<file path="config.mk">
export PLATFORM = sky130hd
export DESIGN_NAME = rate_fault_wrap
export DESIGN_NICKNAME = d
export VERILOG_FILES = /design/src/rtl/fi_pkg.sv /design/src/rtl/fi_rst_sync.sv /design/src/rtl/fi_gen.sv /design/src/rtl/fi_trigger.sv /design/src/rtl/fi_idx_fold.sv /design/src/rtl/rate_fault_wrap.sv
export SDC_FILE = /design/constraint.sdc
export NUM_CORES = 1
export LEC_CHECK = 0
export ABC_AREA = 1
export BUFFER_PORTS_ARGS = -buffer_cell sky130_fd_sc_hd__clkbuf_2
export CORE_MARGIN = 5
export CORE_UTILIZATION = 45
export CTS_CLUSTER_SIZE = 24
export DETAILED_ROUTE_END_ITERATION = 6
export GPL_ROUTABILITY_DRIVEN = 0
export PLACE_DENSITY = 0.78
export SYNTH_ARGS = -nofsm -noshare
export SYNTH_HDL_FRONTEND = slang
export SYNTH_SLANG_ARGS = --single-unit
export TNS_END_PERCENT = 20
</file>
<file path="constraint.sdc">
create_clock -name clk -period 2.1 [get_ports clk]
set_clock_uncertainty 0.2 [all_clocks]
set_input_delay 0.42 -clock clk [delete_from_list [all_inputs] [get_ports clk]]
set_output_delay 0.42 -clock clk [all_outputs]
set_load 0.03 [all_outputs]
</file>
<file path="src/rtl/fi_pkg.sv">
`timescale 1ns/1ps
package fi_pkg;
  localparam int GEN_W  = 16;
  localparam int RATE_W = 4;
  localparam logic [GEN_W-1:0] GEN_TAPS = 16'hB400;

  typedef enum logic [1:0] {
    FI_PASS       = 2'b00,
    FI_TRANSIENT  = 2'b01,
    FI_STUCK_BIT  = 2'b10,
    FI_STUCK_WORD = 2'b11
  } fi_mode_e;

  function automatic logic [GEN_W-1:0] gen_step(input logic [GEN_W-1:0] s);
    return {1'b0, s[GEN_W-1:1]} ^ (s[0] ? GEN_TAPS : '0);
  endfunction
endpackage

</file>
<file path="src/rtl/fi_rst_sync.sv">
`timescale 1ns/1ps
module fi_rst_sync #(
  parameter int STAGES = 2
) (
  input  logic clk,
  input  logic rst_n,
  output logic rst_sync_n
);
  logic [STAGES-1:0] sync_q;

  always_ff @(posedge clk or negedge rst_n) begin
    if (!rst_n) sync_q <= '0;
    else        sync_q <= {sync_q[STAGES-2:0], 1'b1};
  end

  assign rst_sync_n = sync_q[STAGES-1];
endmodule

</file>
<file path="src/rtl/fi_gen.sv">
`timescale 1ns/1ps
module fi_gen import fi_pkg::*; #(
  parameter logic [GEN_W-1:0] ZERO_SUB = 16'hACE1
) (
  input  logic             clk,
  input  logic             load_i,
  input  logic [GEN_W-1:0] seed_i,
  output logic [GEN_W-1:0] state_o
);
  logic [GEN_W-1:0] state_q, state_d, seed_eff;

  always_comb begin
    seed_eff = (seed_i == '0) ? ZERO_SUB : seed_i;
    state_d  = load_i ? seed_eff : gen_step(state_q);
  end

  always_ff @(posedge clk) begin
    state_q <= state_d;
  end

  assign state_o = state_q;
endmodule

</file>
<file path="src/rtl/fi_trigger.sv">
`timescale 1ns/1ps
module fi_trigger import fi_pkg::*; #(
  parameter int IDX_W = 3
) (
  input  logic              clk,
  input  logic              clear_i,
  input  logic [GEN_W-1:0]  gen_a_i,
  input  logic [GEN_W-1:0]  gen_b_i,
  input  logic [RATE_W-1:0] rate_i,
  output logic              hit_o,
  output logic [IDX_W-1:0]  raw_idx_o
);
  logic [GEN_W-1:0] cmp_en;
  logic             hit_q, hit_d;
  logic [IDX_W-1:0] idx_q, idx_d;

  for (genvar g = 0; g < GEN_W; g++) begin : g_cmp_en
    assign cmp_en[g] = (rate_i > RATE_W'(g));
  end

  always_comb begin
    if (clear_i) begin
      hit_d = 1'b0;
      idx_d = '0;
    end else begin
      hit_d = (rate_i != '0) && (((gen_a_i ^ gen_b_i) & cmp_en) == '0);
      idx_d = gen_a_i[IDX_W-1:0];
    end
  end

  always_ff @(posedge clk) begin
    hit_q <= hit_d;
    idx_q <= idx_d;
  end

  assign hit_o     = hit_q;
  assign raw_idx_o = idx_q;
endmodule

</file>
<file path="src/rtl/fi_idx_fold.sv">
`timescale 1ns/1ps
module fi_idx_fold #(
  parameter int DATA_W = 8,
  parameter int IDX_W  = 3
) (
  input  logic [IDX_W-1:0] raw_i,
  output logic [IDX_W-1:0] idx_o
);
  localparam bit IS_POW2 = ((DATA_W & (DATA_W - 1)) == 0);

  if (DATA_W == 1) begin : g_single
    assign idx_o = raw_i & '0;
  end else if (IS_POW2) begin : g_pow2
    assign idx_o = raw_i;
  end else begin : g_wrap
    localparam logic [IDX_W-1:0] WIDTH_L = IDX_W'(DATA_W);
    assign idx_o = (raw_i >= WIDTH_L) ? (raw_i - WIDTH_L) : raw_i;
  end
endmodule

</file>
<file path="src/rtl/rate_fault_wrap.sv">
`timescale 1ns/1ps
module rate_fault_wrap import fi_pkg::*; #(
  parameter int DATA_W = 8,
  parameter logic [GEN_W-1:0] ZERO_SUB_A = 16'hACE1,
  parameter logic [GEN_W-1:0] ZERO_SUB_B = 16'h5A3C,
  localparam int IDX_W = (DATA_W > 1) ? $clog2(DATA_W) : 1
) (
  input  logic              clk,
  input  logic              rst_n,
  input  logic [DATA_W-1:0] data_i,
  input  logic [RATE_W-1:0] rate_ctrl_i,
  input  logic [1:0]        mode_i,
  input  logic [GEN_W-1:0]  seed_a_i,
  input  logic [GEN_W-1:0]  seed_b_i,
  input  logic [IDX_W-1:0]  stuck_sel_i,
  input  logic              stuck_val_i,
  input  logic [DATA_W-1:0] stuck_word_i,
  output logic [DATA_W-1:0] data_o,
  output logic              fault_o
);
  logic             rst_sync_n;
  logic [GEN_W-1:0] gen_a_q, gen_b_q;
  logic             hit_q;
  logic [IDX_W-1:0] raw_idx_q, flip_idx, sel_idx;
  fi_mode_e         mode;

  fi_rst_sync #(.STAGES(2)) u_rst (
    .clk(clk), .rst_n(rst_n), .rst_sync_n(rst_sync_n)
  );

  fi_gen #(.ZERO_SUB(ZERO_SUB_A)) u_gen_a (
    .clk(clk), .load_i(!rst_sync_n), .seed_i(seed_a_i), .state_o(gen_a_q)
  );

  fi_gen #(.ZERO_SUB(ZERO_SUB_B)) u_gen_b (
    .clk(clk), .load_i(!rst_sync_n), .seed_i(seed_b_i), .state_o(gen_b_q)
  );

  fi_trigger #(.IDX_W(IDX_W)) u_trig (
    .clk(clk), .clear_i(!rst_sync_n), .gen_a_i(gen_a_q), .gen_b_i(gen_b_q),
    .rate_i(rate_ctrl_i), .hit_o(hit_q), .raw_idx_o(raw_idx_q)
  );

  fi_idx_fold #(.DATA_W(DATA_W), .IDX_W(IDX_W)) u_fold_flip (
    .raw_i(raw_idx_q), .idx_o(flip_idx)
  );

  fi_idx_fold #(.DATA_W(DATA_W), .IDX_W(IDX_W)) u_fold_sel (
    .raw_i(stuck_sel_i), .idx_o(sel_idx)
  );

  assign mode = fi_mode_e'(mode_i);

  always_comb begin
    data_o  = data_i;
    fault_o = 1'b0;
    unique case (mode)
      FI_TRANSIENT: begin
        if (hit_q) begin
          data_o  = data_i ^ (DATA_W'(1) << flip_idx);
          fault_o = 1'b1;
        end
      end
      FI_STUCK_BIT: begin
        data_o[sel_idx] = stuck_val_i;
        fault_o         = (data_i[sel_idx] != stuck_val_i);
      end
      FI_STUCK_WORD: begin
        data_o  = stuck_word_i;
        fault_o = |(data_i ^ stuck_word_i);
      end
      default: begin
        data_o  = data_i;
        fault_o = 1'b0;
      end
    endcase
  end
endmodule

</file>
==> reports/qor.yml, run 1 <==
run_status:
  status: "complete, no violations"
critical_path:
  endpoint_kind: "output port"
  crit_family: "flip-flops"
  cp.arrival_ps: 1440
  cpMostUsedCell: "nand2_1"
  slowest_delay_ps: 370
  crit_chain: "nor2_2 -> nand2_1 -> xor2_1 -> nand2_1 -> o2111ai_1 -> buf_4"
  path_class: "reg2out"
  crit_required_ps: 1480
  critical_path_buf_inv_count: 1
  crit_fanout: 4
  start_kind: "flip-flop"
  cpMaxStageDelayCell: "dfxtp_4"
power_and_ir_drop:
  powerDensity_mw_per_mm2: 596.4
  power_frac_seq: 0.466
  swShare: 0.3164
  internal_power_uw: 1259
  p_sw_uw: 582.7
  p_leak_uw: 0.001645
  p_clk_frac: 0.277
  comb_power_share: 0.257
  ir_drop_uv: 513.9
grt:
  grt_start_max_net_pins: 29
  grt_pass1_vias: 2533
  antenna_found_initial: 0
  grt_pass1_wl_um: 10690
  grt.total_usage: 0.1800
  grt_overflow: 0
floorplan:
  core_mm2: 0.005439
  initial_core_util: 0.4562
  dieArea_mm2: 0.007099
  ios: 69
  dieHeight_um: 84.26
  chipWidth_um: 84.26
  num_rows: 27
synth:
  ys_types: 27
  yosysSeqAreaShare: 0.3106
  synthCells: 409
  yosysWarnings: 0
  synth_area_mm2: 0.002481
  synth_nets: 469
  ys_ff_latch: 38
  synth.avg_cell_area_um2: 6.066
detailed_routing:
  vias: 2757
  drtAntennaViolNets: 0
  drtPass1Iterations: 5
  drt_first_iter_violations: 105
  drc: 0
  routed_wirelength_um: 6462
  viasPerCell: 4.968
  wl_per_cell_um: 11.64
clocking:
  clk_pin_slew_ps: 70
  cts-buffers-inserted: 5
  htreeDepth: 2
  cts_root_buf: "clkbuf_8"
  cts.sinks: 38
  worstSkewPairLatency_ps: 290
  clockBufferDepth: 2
  cts_tree: "done"
job:
  cap_violations: 0
placement:
  port_buffers: 68
  dpl.hpwl_um: 5137
cells_and_area:
  drive_gt1_frac: 0.2257
  antenna_cells: 0
  area_growth_pct: 24.46
  fin_nets: 542
sta:
  post-route-period-util: 0.9811
  fin_tns_setup_ps: 0
  max_freq_ghz: 0.4854
  hold_viol_final: 0
  hold_slack_ps: 151.7
  setup-violations-final: 0
  fin_crit_ps: 2060
  rsz0062_at_grt: "yes"
  slew_viol_final: 0
min_path:
  holdCritPathClass: "reg2reg"
sequential cells by signal (all words and copies together) (netlist names):
register and count:
u_gen_b.state_o 16, u_trig.raw_idx_o 3, u_trig.hit_o 1, u_rst.sync_q 2
u_gen_a.state_o 16
power groups by stage:
stage | combinational (uW) | sequential (uW) | clock, uW
after detailed placement | 443 | 871 | 0
after CTS | 449 | 855 | 526
final | 474 | 857 | 511
after global routing | 537 | 866 | 553
after global placement | 435 | 868 | 0
after floorplan | 316 | 844 | 0
synthesized netlist by cell type:
| cell | number | area [um2] |
|---|---|---|
| a21oi_1 | 7 | 35.03 |
| a22oi_1 | 2 | 15.01 |
| a31oi_1 | 12 | 75.07 |
| buf_2 | 4 | 20.02 |
| buf_4 | 2 | 15.01 |
| buf_6 | 1 | 11.26 |
| clkbuf_1 | 2 | 7.510 |
| conb_1 | 1 | 3.750 |
| dfrtp_1 | 2 | 50.05 |
| dfxtp_1 | 36 | 720.7 |
| inv_1 | 68 | 255.2 |
| inv_2 | 3 | 11.26 |
| inv_4 | 1 | 6.260 |
| nand2_1 | 124 | 465.5 |
| nand3_1 | 33 | 165.2 |
| nand4_1 | 10 | 62.56 |
| nor2_1 | 40 | 150.1 |
| nor2_2 | 4 | 25.02 |
| nor3_1 | 2 | 10.01 |
| nor3_2 | 1 | 10.01 |
| o2111ai_1 | 2 | 17.52 |
| o211ai_1 | 5 | 37.54 |
| o21ai_0 | 23 | 115.1 |
| o21ai_1 | 1 | 5.000 |
| or2_2 | 4 | 25.02 |
| xnor2_1 | 9 | 78.83 |
| xor2_1 | 10 | 87.58 |
layout make-up:
class	instances	area, um2
clock buffer	7	86.33
clock inverter	1	5.005
fill	538	2351
inverter	72	272.8
multi-input combinational	290	1420
sequential	38	783.3
tap	72	90.09
timing repair buffer	74	422.9
timing repair inverter	1	7.507
worst register-to-register path, cell delays in order (launching register included):
cell and delay (ps):
dfrtp_1 640, inv_2 310, nor2_1 200, a31oi_1 60
through the flow:
step / std cells / utilization / instance area (um2) / power [uW] / setup slack [ps]
2_1_floorplan: 409 / - / 2481 / 1160 / 276.2
3_3_place_gp: 543 / 0.5296 / 2880 / 1303 / 101.5
3_5_place_dp: 543 / 0.5296 / 2880 / 1315 / 69.76
4_1_cts: 552 / 0.5500 / 2992 / 1831 / -58.14
5_1_grt: 555 / 0.5677 / 3088 / 1956 / -46.02
6_report: 555 / 0.5677 / 3088 / 1842 / 39.72
cells in the final DEF, fill, tap and decap left out, types with 2 or more instances in the layout:
| master | netlist | routed |
|---|---|---|
| a21oi_1 | 7 | 7 |
| a22oi_1 | 2 | 2 |
| a31oi_1 | 12 | 12 |
| buf_4 | 2 | 7 |
| buf_6 | 1 | 4 |
| clkbuf_2 | 0 | 59 |
| clkbuf_4 | 0 | 2 |
| clkbuf_8 | 0 | 6 |
| dfrtp_1 | 2 | 2 |
| dfxtp_1 | 36 | 32 |
| dfxtp_4 | 0 | 3 |
| inv_1 | 68 | 64 |
| inv_2 | 3 | 7 |
| nand2_1 | 124 | 123 |
| nand3_1 | 33 | 33 |
| nand4_1 | 10 | 10 |
| nor2_1 | 40 | 35 |
| nor2_2 | 4 | 7 |
| nor2_4 | 0 | 2 |
| o2111ai_1 | 2 | 2 |
| o211ai_1 | 5 | 5 |
| o21ai_0 | 23 | 23 |
| or2_2 | 4 | 4 |
| xnor2_1 | 9 | 9 |
| xor2_1 | 10 | 10 |
kinds of logic (layout without fill, tap and decap cells):
| family | after synthesis | in the layout | synth area share |
|---|---|---|---|
| AOI/OAI and AO/OA | 52 | 52 | 0.1210 |
| xor gates and xnor gates | 19 | 19 | 0.06707 |
| buffers and inverters | 81 | 155 | 0.1316 |
| DFF | 38 | 38 | 0.3106 |
| other | 1 | 1 | 0.001511 |
| and+or+nand+nor | 218 | 218 | 0.3681 |
layer usage:
metal  GRT usage  routed length [um]  part of all wire  vias up
li1            -                   -                 -     1431
met1      0.2196                2646              0.41     1194
met2      0.3149                3143              0.49      121
met3     0.03827                 572             0.089       11
met4     0.05702                  99             0.015        0
met5           0                   0                 0        -
worst paths after layout:
check,start,end,slack (ps),cells after the start
max,u_trig.raw_idx_o[0]$_SDFF_PN0_,data_o[0],40,6
min,u_rst.sync_q[0]$_DFF_PN0_,u_rst.sync_q[1]$_DFF_PN0_,150,0
max reg2reg,u_rst.sync_q[1]$_DFF_PN0_,u_gen_b.state_o[3]$_DFF_P_,560,3
min reg2reg,u_rst.sync_q[0]$_DFF_PN0_,u_rst.sync_q[1]$_DFF_PN0_,150,0
max in group asynchronous,rst_n,u_rst.sync_q[0]$_DFF_PN0_,1370,2
min in group asynchronous,rst_n,u_rst.sync_q[1]$_DFF_PN0_,240,2
timing repair:
item	4_1_cts	5_1_grt
hold buffers	1	0
gates cloned	0	1
resized for setup	3	42
pin swaps	0	6
setup endpoints to repair	5	9
buffers inserted	0	2
hold endpoints to repair	2	0
No activity file was read; power rests on OpenSTA's default activity.
==> run 2, diff against run 1 <==
--- a/config.mk
+++ b/config.mk
@@ -5,14 +5,13 @@
 export SDC_FILE = /design/constraint.sdc
 export NUM_CORES = 1
 export LEC_CHECK = 0
-export ABC_AREA = 1
 export BUFFER_PORTS_ARGS = -buffer_cell sky130_fd_sc_hd__clkbuf_2
 export CORE_MARGIN = 5
 export CORE_UTILIZATION = 45
 export CTS_CLUSTER_SIZE = 24
 export DETAILED_ROUTE_END_ITERATION = 6
 export GPL_ROUTABILITY_DRIVEN = 0
-export PLACE_DENSITY = 0.78
+export PLACE_DENSITY = 0.79
 export SYNTH_ARGS = -nofsm -noshare
 export SYNTH_HDL_FRONTEND = slang
 export SYNTH_SLANG_ARGS = --single-unit
==> reports/qor.yml, run 2 <==
floorplan:
  num_rows: 26  # -3.7%
  core_mm2: 0.005010  # -7.9%
  dieArea_mm2: 0.006589  # -7.2%
  dieHeight_um: 81.18  # -3.7%
  chipWidth_um: 81.18  # -3.7%
  ios: 69  # unchanged
  initial_core_util: 0.4550  # -0.001132
synth:
  synth_area_leaders: "dfxtp_1, mux2_2, xor2_1, a21oi_1, nor2_1"
  ys_types: 40  # +48%
  async_flop_share: 0.05263  # unchanged
  ys_ff_latch: 38  # unchanged
  synth.avg_cell_area_um2: 8.350  # +38%
  synth_edf_count: 0  # unchanged
  yosysSeqAreaShare: 0.3381  # +0.02745
  yosysWarnings: 0  # unchanged
  yosysTopAreaCell: "dfxtp_1"
  synthCells: 273  # -33%
  yosys.area.top_type_share: 0.3161  # +0.02567
  ys_top_cells_by_count: "dfxtp_1, nor2_1, a21oi_1, inv_1, xor2_1"
  synth_area_mm2: 0.002280  # -8.1%
  synth_nets: 333  # -29%
  yosysMostFrequentCell: "dfxtp_1"
  ys.flop_type: "dfxtp_1"
run_status:
  violations: "setup timing"
  status: "complete, but fails checks"
min_path:
  holdCritPathClass: "reg2reg"
  min_from: "u_rst.sync_q[0]$_DFF_PN0_"
cells_and_area:
  final_util: 0.6064  # +0.03865
  layout_common_cells: "clkbuf_2, dfxtp_1, nor2_1, a21oi_1, buf_4"
  fin_nets: 414  # -24%
  drive_gt1_frac: 0.3493  # +0.1236
  antenna_cells: 0  # unchanged
  area_growth_pct: 33.26
  layout.cells.non_filler: 425  # -23%
  layout_commonest_cell: "clkbuf_2"
critical_path:
  path_class: "in2out"
  cp.arrival_ps: 1760  # +320 ps
  crit_fanout: 5  # +1
  crit_family: "multiplexers"
  endpoint_kind: "output port"
  cpMaxStageDelayCell: "mux4_2"
  crit_chain: "clkbuf_16 -> mux4_2 -> mux2i_4 -> xnor2_2 -> nand2_2 -> o21ai_4 -> buf_8"
  critical_path_buf_inv_count: 2  # +1
  crit_required_ps: 1480  # about the same
  r2r-start: "u_gen_a.state_o[13]$_DFF_P_"
  startpoint: "stuck_sel_i[0]"
  slowest_delay_ps: 530  # +160 ps
  start_kind: "input port"
placement:
  dp_cells: 416  # -23%
  port_buffers: 68  # unchanged
  dpl.hpwl_um: 4712  # -8.3%
detailed_routing:
  drc: 0  # unchanged
  drtPass1Iterations: 4  # -1
  vias: 2260  # -18%
  viasPerCell: 5.318  # +7.0%
  wl_per_cell_um: 14.28  # +23%
  drt_first_iter_violations: 107  # +1.9%
  drtAntennaViolNets: 0  # unchanged
  routed_wirelength_um: 6067  # -6.1%
sta:
  rsz0062_at_grt: "yes"
  setup-violations-final: 8  # +8
  hold_viol_final: 0  # unchanged
  slew_viol_final: 0  # unchanged
  fin_crit_ps: 2377  # +316.7 ps
  post-route-period-util: 1.132  # +0.1508
  fin_ws_ps: -277.0  # -316.7 ps
  max_freq_ghz: 0.4207  # -13%
power_and_ir_drop:
  p_leak_uw: 0.001363  # -17%
  powerDensity_mw_per_mm2: 619.5  # +3.9%
  ir_drop_uv: 623.5  # +21%
grt:
  grt_overflow: 0  # unchanged
  grt_pass1_wl_um: 9777  # -8.5%
  grt_pass1_vias: 2151  # -15%
  grt_start_max_net_pins: 19  # -34%
  grt.total_usage: 0.1900  # +0.009999
  antenna_found_initial: 0  # unchanged
job:
  cap_violations: 0  # unchanged
clocking:
  cts_root_buf: "clkbuf_8"
  htreeDepth: 2  # unchanged
  clk_pin_slew_ps: 80  # about the same
  cts.sinks: 38  # unchanged
  cts-buffers-inserted: 5  # unchanged
  cts_tree: "done"
  worstSkewPairLatency_ps: 300  # about the same
  post_cts_buffers: 0  # unchanged
  clockBufferDepth: 2  # unchanged
run 2: what timing repair did:
| item | CTS | global route |
|---|---|---|
| pin swaps | 6 | 2 |
| setup endpoints to repair | 9 | 9 |
| hold buffers | 1 | 0 |
| endpoints found under the hold margin | 2 | 0 |
| gates resized for setup | 22 | 11 |
run 2: path summary, 6_finish.rpt:
kind	endpoint	slack [ps]	depth (start not counted)
max	fault_o	-280	7
min	u_rst.sync_q[1]$_DFF_PN0_	160	0
max reg2reg	u_trig.hit_o$_SDFF_PN0_	610	5
min reg2reg	u_rst.sync_q[1]$_DFF_PN0_	160	0
max in group asynchronous	u_rst.sync_q[0]$_DFF_PN0_	1370	2
min in group asynchronous	u_rst.sync_q[1]$_DFF_PN0_	230	2
run 2: logic make-up after synthesis:
kind of cell              Yosys count  share of synthesized area
AOI/OAI and AO/OA                  60                     0.1657
xor gates and xnor gates           30                     0.1153
buffers and inverters              38                    0.06970
DFF                                38                     0.3381
muxes                              25                     0.1284
other                               1                   0.001645
and+or+nand+nor                    81                     0.1811
run 2: layout make-up:
cell class,count,area [um2]
sequential,38,773.2
clock inverter,2,15.01
multi-input combinational,197,1401
timing repair buffer,92,613.1
inverter,20,75.07
tap,70,87.58
clock buffer,6,72.57
fill,437,1972
run 2: where the power goes:
part	total, uW	internal [uW]	switching (uW)
Combinational	521	266	255
Sequential	865	797	68.0
Clock	495	234	262
run 2: routing by layer:
layer / vias to the layer above / global-route usage / share of wire
li1: 1127 / - / -
met1: 1027 / 0.2280 / 0.42
met2: 89 / 0.3309 / 0.49
met3: 17 / 0.04324 / 0.073
met4: 0 / 0.06757 / 0.023
met5: - / 0 / 0
run 2: per-stage QoR:
stage	instance area (um2)	total power (uW)	setup WS [ps]	hold slack, ps	setup TNS [ps]
2_1_floorplan	2291	1175	-146.7	-75.59	-438.7
3_3_place_gp	2820	1343	-368.3	6.435	-1184
3_5_place_dp	2820	1357	-435.7	8.994	-1374
4_1_cts	3007	1877	-337.0	161.0	-894.6
5_1_grt	3038	1986	-319.9	165.7	-1550
6_report	3038	1882	-277.0	160.8	-852.0
run 2: worst reg2reg max path, delay by kind of cell (launching register included):
kind             cells  cell delay (ps)
flip-flops           1              340
AND/OR/NAND/NOR      2              290
AO/OA/AOI/OAI        2              430
XOR/XNOR             1              180
==> run 3, diff against run 2 <==
--- a/config.mk
+++ b/config.mk
@@ -15,4 +15,3 @@
 export SYNTH_ARGS = -nofsm -noshare
 export SYNTH_HDL_FRONTEND = slang
 export SYNTH_SLANG_ARGS = --single-unit
-export TNS_END_PERCENT = 20
==> reports/qor.yml, run 3 (synthesis gave the netlist of run 2 again) <==
run_status:
  status: "complete, but fails checks"
  violations: "setup timing"
critical_path:
  cp.depth: 7  # unchanged
  start_kind: "input port"
  cp.arrival_ps: 1740  # -20 ps
  path_class: "in2out"
  crit_family: "multiplexers"
  crit_required_ps: 1480  # about the same
  cpMaxStageDelayCell: "mux4_2"
  slowest_delay_ps: 480  # -50 ps
  critical_path_buf_inv_count: 2  # unchanged
  crit_chain: "clkbuf_16 -> mux4_2 -> mux2i_1 -> xnor2_1 -> nand2_1 -> o21ai_4 -> buf_8"
  endpoint_kind: "output port"
  crit_fanout: 3  # -2
  reg2reg_depth: 2  # -3
detailed_routing:
  drtPass1Iterations: 4  # unchanged
  wl_per_cell_um: 14.44  # +1.1%
  routed_wirelength_um: 6223  # +2.6%
  drc: 0  # unchanged
  drtAntennaViolNets: 0  # unchanged
  drt_first_iter_violations: 109  # +1.9%
  vias: 2272  # +0.53%
  viasPerCell: 5.271  # -0.87%
sta:
  worstMarginPinSlew_ps: 508.9
  rsz0062_at_grt: "yes"
  slew_viol_final: 0  # unchanged
  fin_ws_ps: -256.3  # +20.67 ps
  slew_headroom: 0.6607
  post-route-period-util: 1.122  # -0.009841
  fin_crit_ps: 2356  # -20.67 ps
  max_freq_ghz: 0.4244  # +0.88%
  setup-violations-final: 9  # +1
  hold_viol_final: 0  # unchanged
clocking:
  cts-buffers-inserted: 5  # unchanged
  htreeDepth: 2  # unchanged
  cts_root_buf: "clkbuf_8"
  cts.sinks: 38  # unchanged
  clk_pin_slew_ps: 70  # about the same
  clockBufferDepth: 2  # unchanged
  cts_tree: "done"
  worstSkewPairLatency_ps: 290  # about the same
floorplan:
  ios: 69  # unchanged
  num_rows: 26  # unchanged
  core_mm2: 0.005010  # unchanged
  dieHeight_um: 81.18  # unchanged
  initial_core_util: 0.4550  # unchanged
  chipWidth_um: 81.18  # unchanged
  dieArea_mm2: 0.006589  # unchanged
placement:
  dpl.hpwl_um: 4684  # -0.60%
  port_buffers: 68  # unchanged
  dp_cells: 418  # +0.48%
cells_and_area:
  n_fill_cell: 418  # -4.3%
  multi_input_area_mm2: 0.001434  # +2.3%
  fin_nets: 420  # +1.4%
  layout_commonest_cell: "clkbuf_2"
  layout.cells.non_filler: 431  # +1.4%
  layout_common_cells: "clkbuf_2, dfxtp_1, nor2_1, a21oi_1, buf_4"
  final_util: 0.6324  # +0.02597
  final-seq-area_um2: 778.2  # +0.65%
  drive_gt1_frac: 0.3767  # +0.02744
  antenna_cells: 0  # unchanged
  area_growth_pct: 38.97
grt:
  grt.total_usage: 0.1935  # +0.003525
  antenna_found_initial: 0  # unchanged
  grt_pass1_wl_um: 10050  # +2.8%
  grt_pass1_vias: 2220  # +3.2%
  grt_overflow: 0  # unchanged
  grt_start_max_net_pins: 19  # unchanged
power_and_ir_drop:
  powerDensity_mw_per_mm2: 606.2  # -2.1%
  ir_drop_uv: 599.2  # -3.9%
  power.total_uw: 1920  # +2.0%
  p_leak_uw: 0.001436  # +5.3%
min_path:
  holdCritPathClass: "reg2reg"
  min_path_cells: 0  # unchanged
job:
  cap_violations: 0  # unchanged
## run 3: worst reg2reg max path: stages (launching register included)
cell	delay (ps)
dfrtp_1	660
buf_4	290
mux2_2	350
## run 3: stage by stage
step | hold slack, ps | worst slack, ps | setup TNS [ps] | area (um2)
2_1_floorplan | -75.59 | -146.7 | -293.3 | 2297
3_3_place_gp | 6.576 | -343.0 | -1281 | 2829
5_1_grt | 158.3 | -353.5 | -2665 | 3168
3_5_place_dp | 13.16 | -344.6 | -1387 | 2829
4_1_cts | 150.6 | -273.4 | -943.1 | 3144
6_report | 149.9 | -256.3 | -1897 | 3168
## run 3: final cells by class
class	count	share of cell area
multi-input combinational	197	0.4526
sequential	38	0.2457
timing repair buffer	98	0.2216
tap	70	0.02765
clock buffer	7	0.02725
inverter	20	0.02370
clock inverter	1	0.001580
## run 3: timing repair
item,4_1_cts,5_1_grt
endpoints found under the hold margin,2,0
buffers inserted,3,2
endpoints found under the setup margin,9,9
gates resized for setup,45,3
hold buffers,1,0
pin swaps,17,5
## run 3: report_power, final
group | switching, uW | internal (uW)
registers | 69.0 | 798
clock network | 246 | 265
logic | 258 | 285
total | 573 | 1350
## run 3: final timing paths
check	start	to	slack, ps
min in group asynchronous	rst_n	u_rst.sync_q[0]$_DFF_PN0_	250
hold reg to reg	u_rst.sync_q[0]$_DFF_PN0_	u_rst.sync_q[1]$_DFF_PN0_	150
max in group asynchronous	rst_n	u_rst.sync_q[1]$_DFF_PN0_	1360
hold / removal	u_rst.sync_q[0]$_DFF_PN0_	u_rst.sync_q[1]$_DFF_PN0_	150
setup reg to reg	u_rst.sync_q[1]$_DFF_PN0_	u_gen_b.state_o[6]$_DFF_P_	500
setup / recovery	stuck_sel_i[0]	fault_o	-260
## run 3: metal layers
metal  routed length [um]  global-route usage  part of all wire  up-vias
met2                 3019              0.3218              0.49       88
met4                  174             0.07770             0.028        0
met5                    0                   0                 0        -
met3                  434             0.04102             0.070       17
met1                 2595              0.2431              0.42     1022
li1                     -                   -                 -     1145
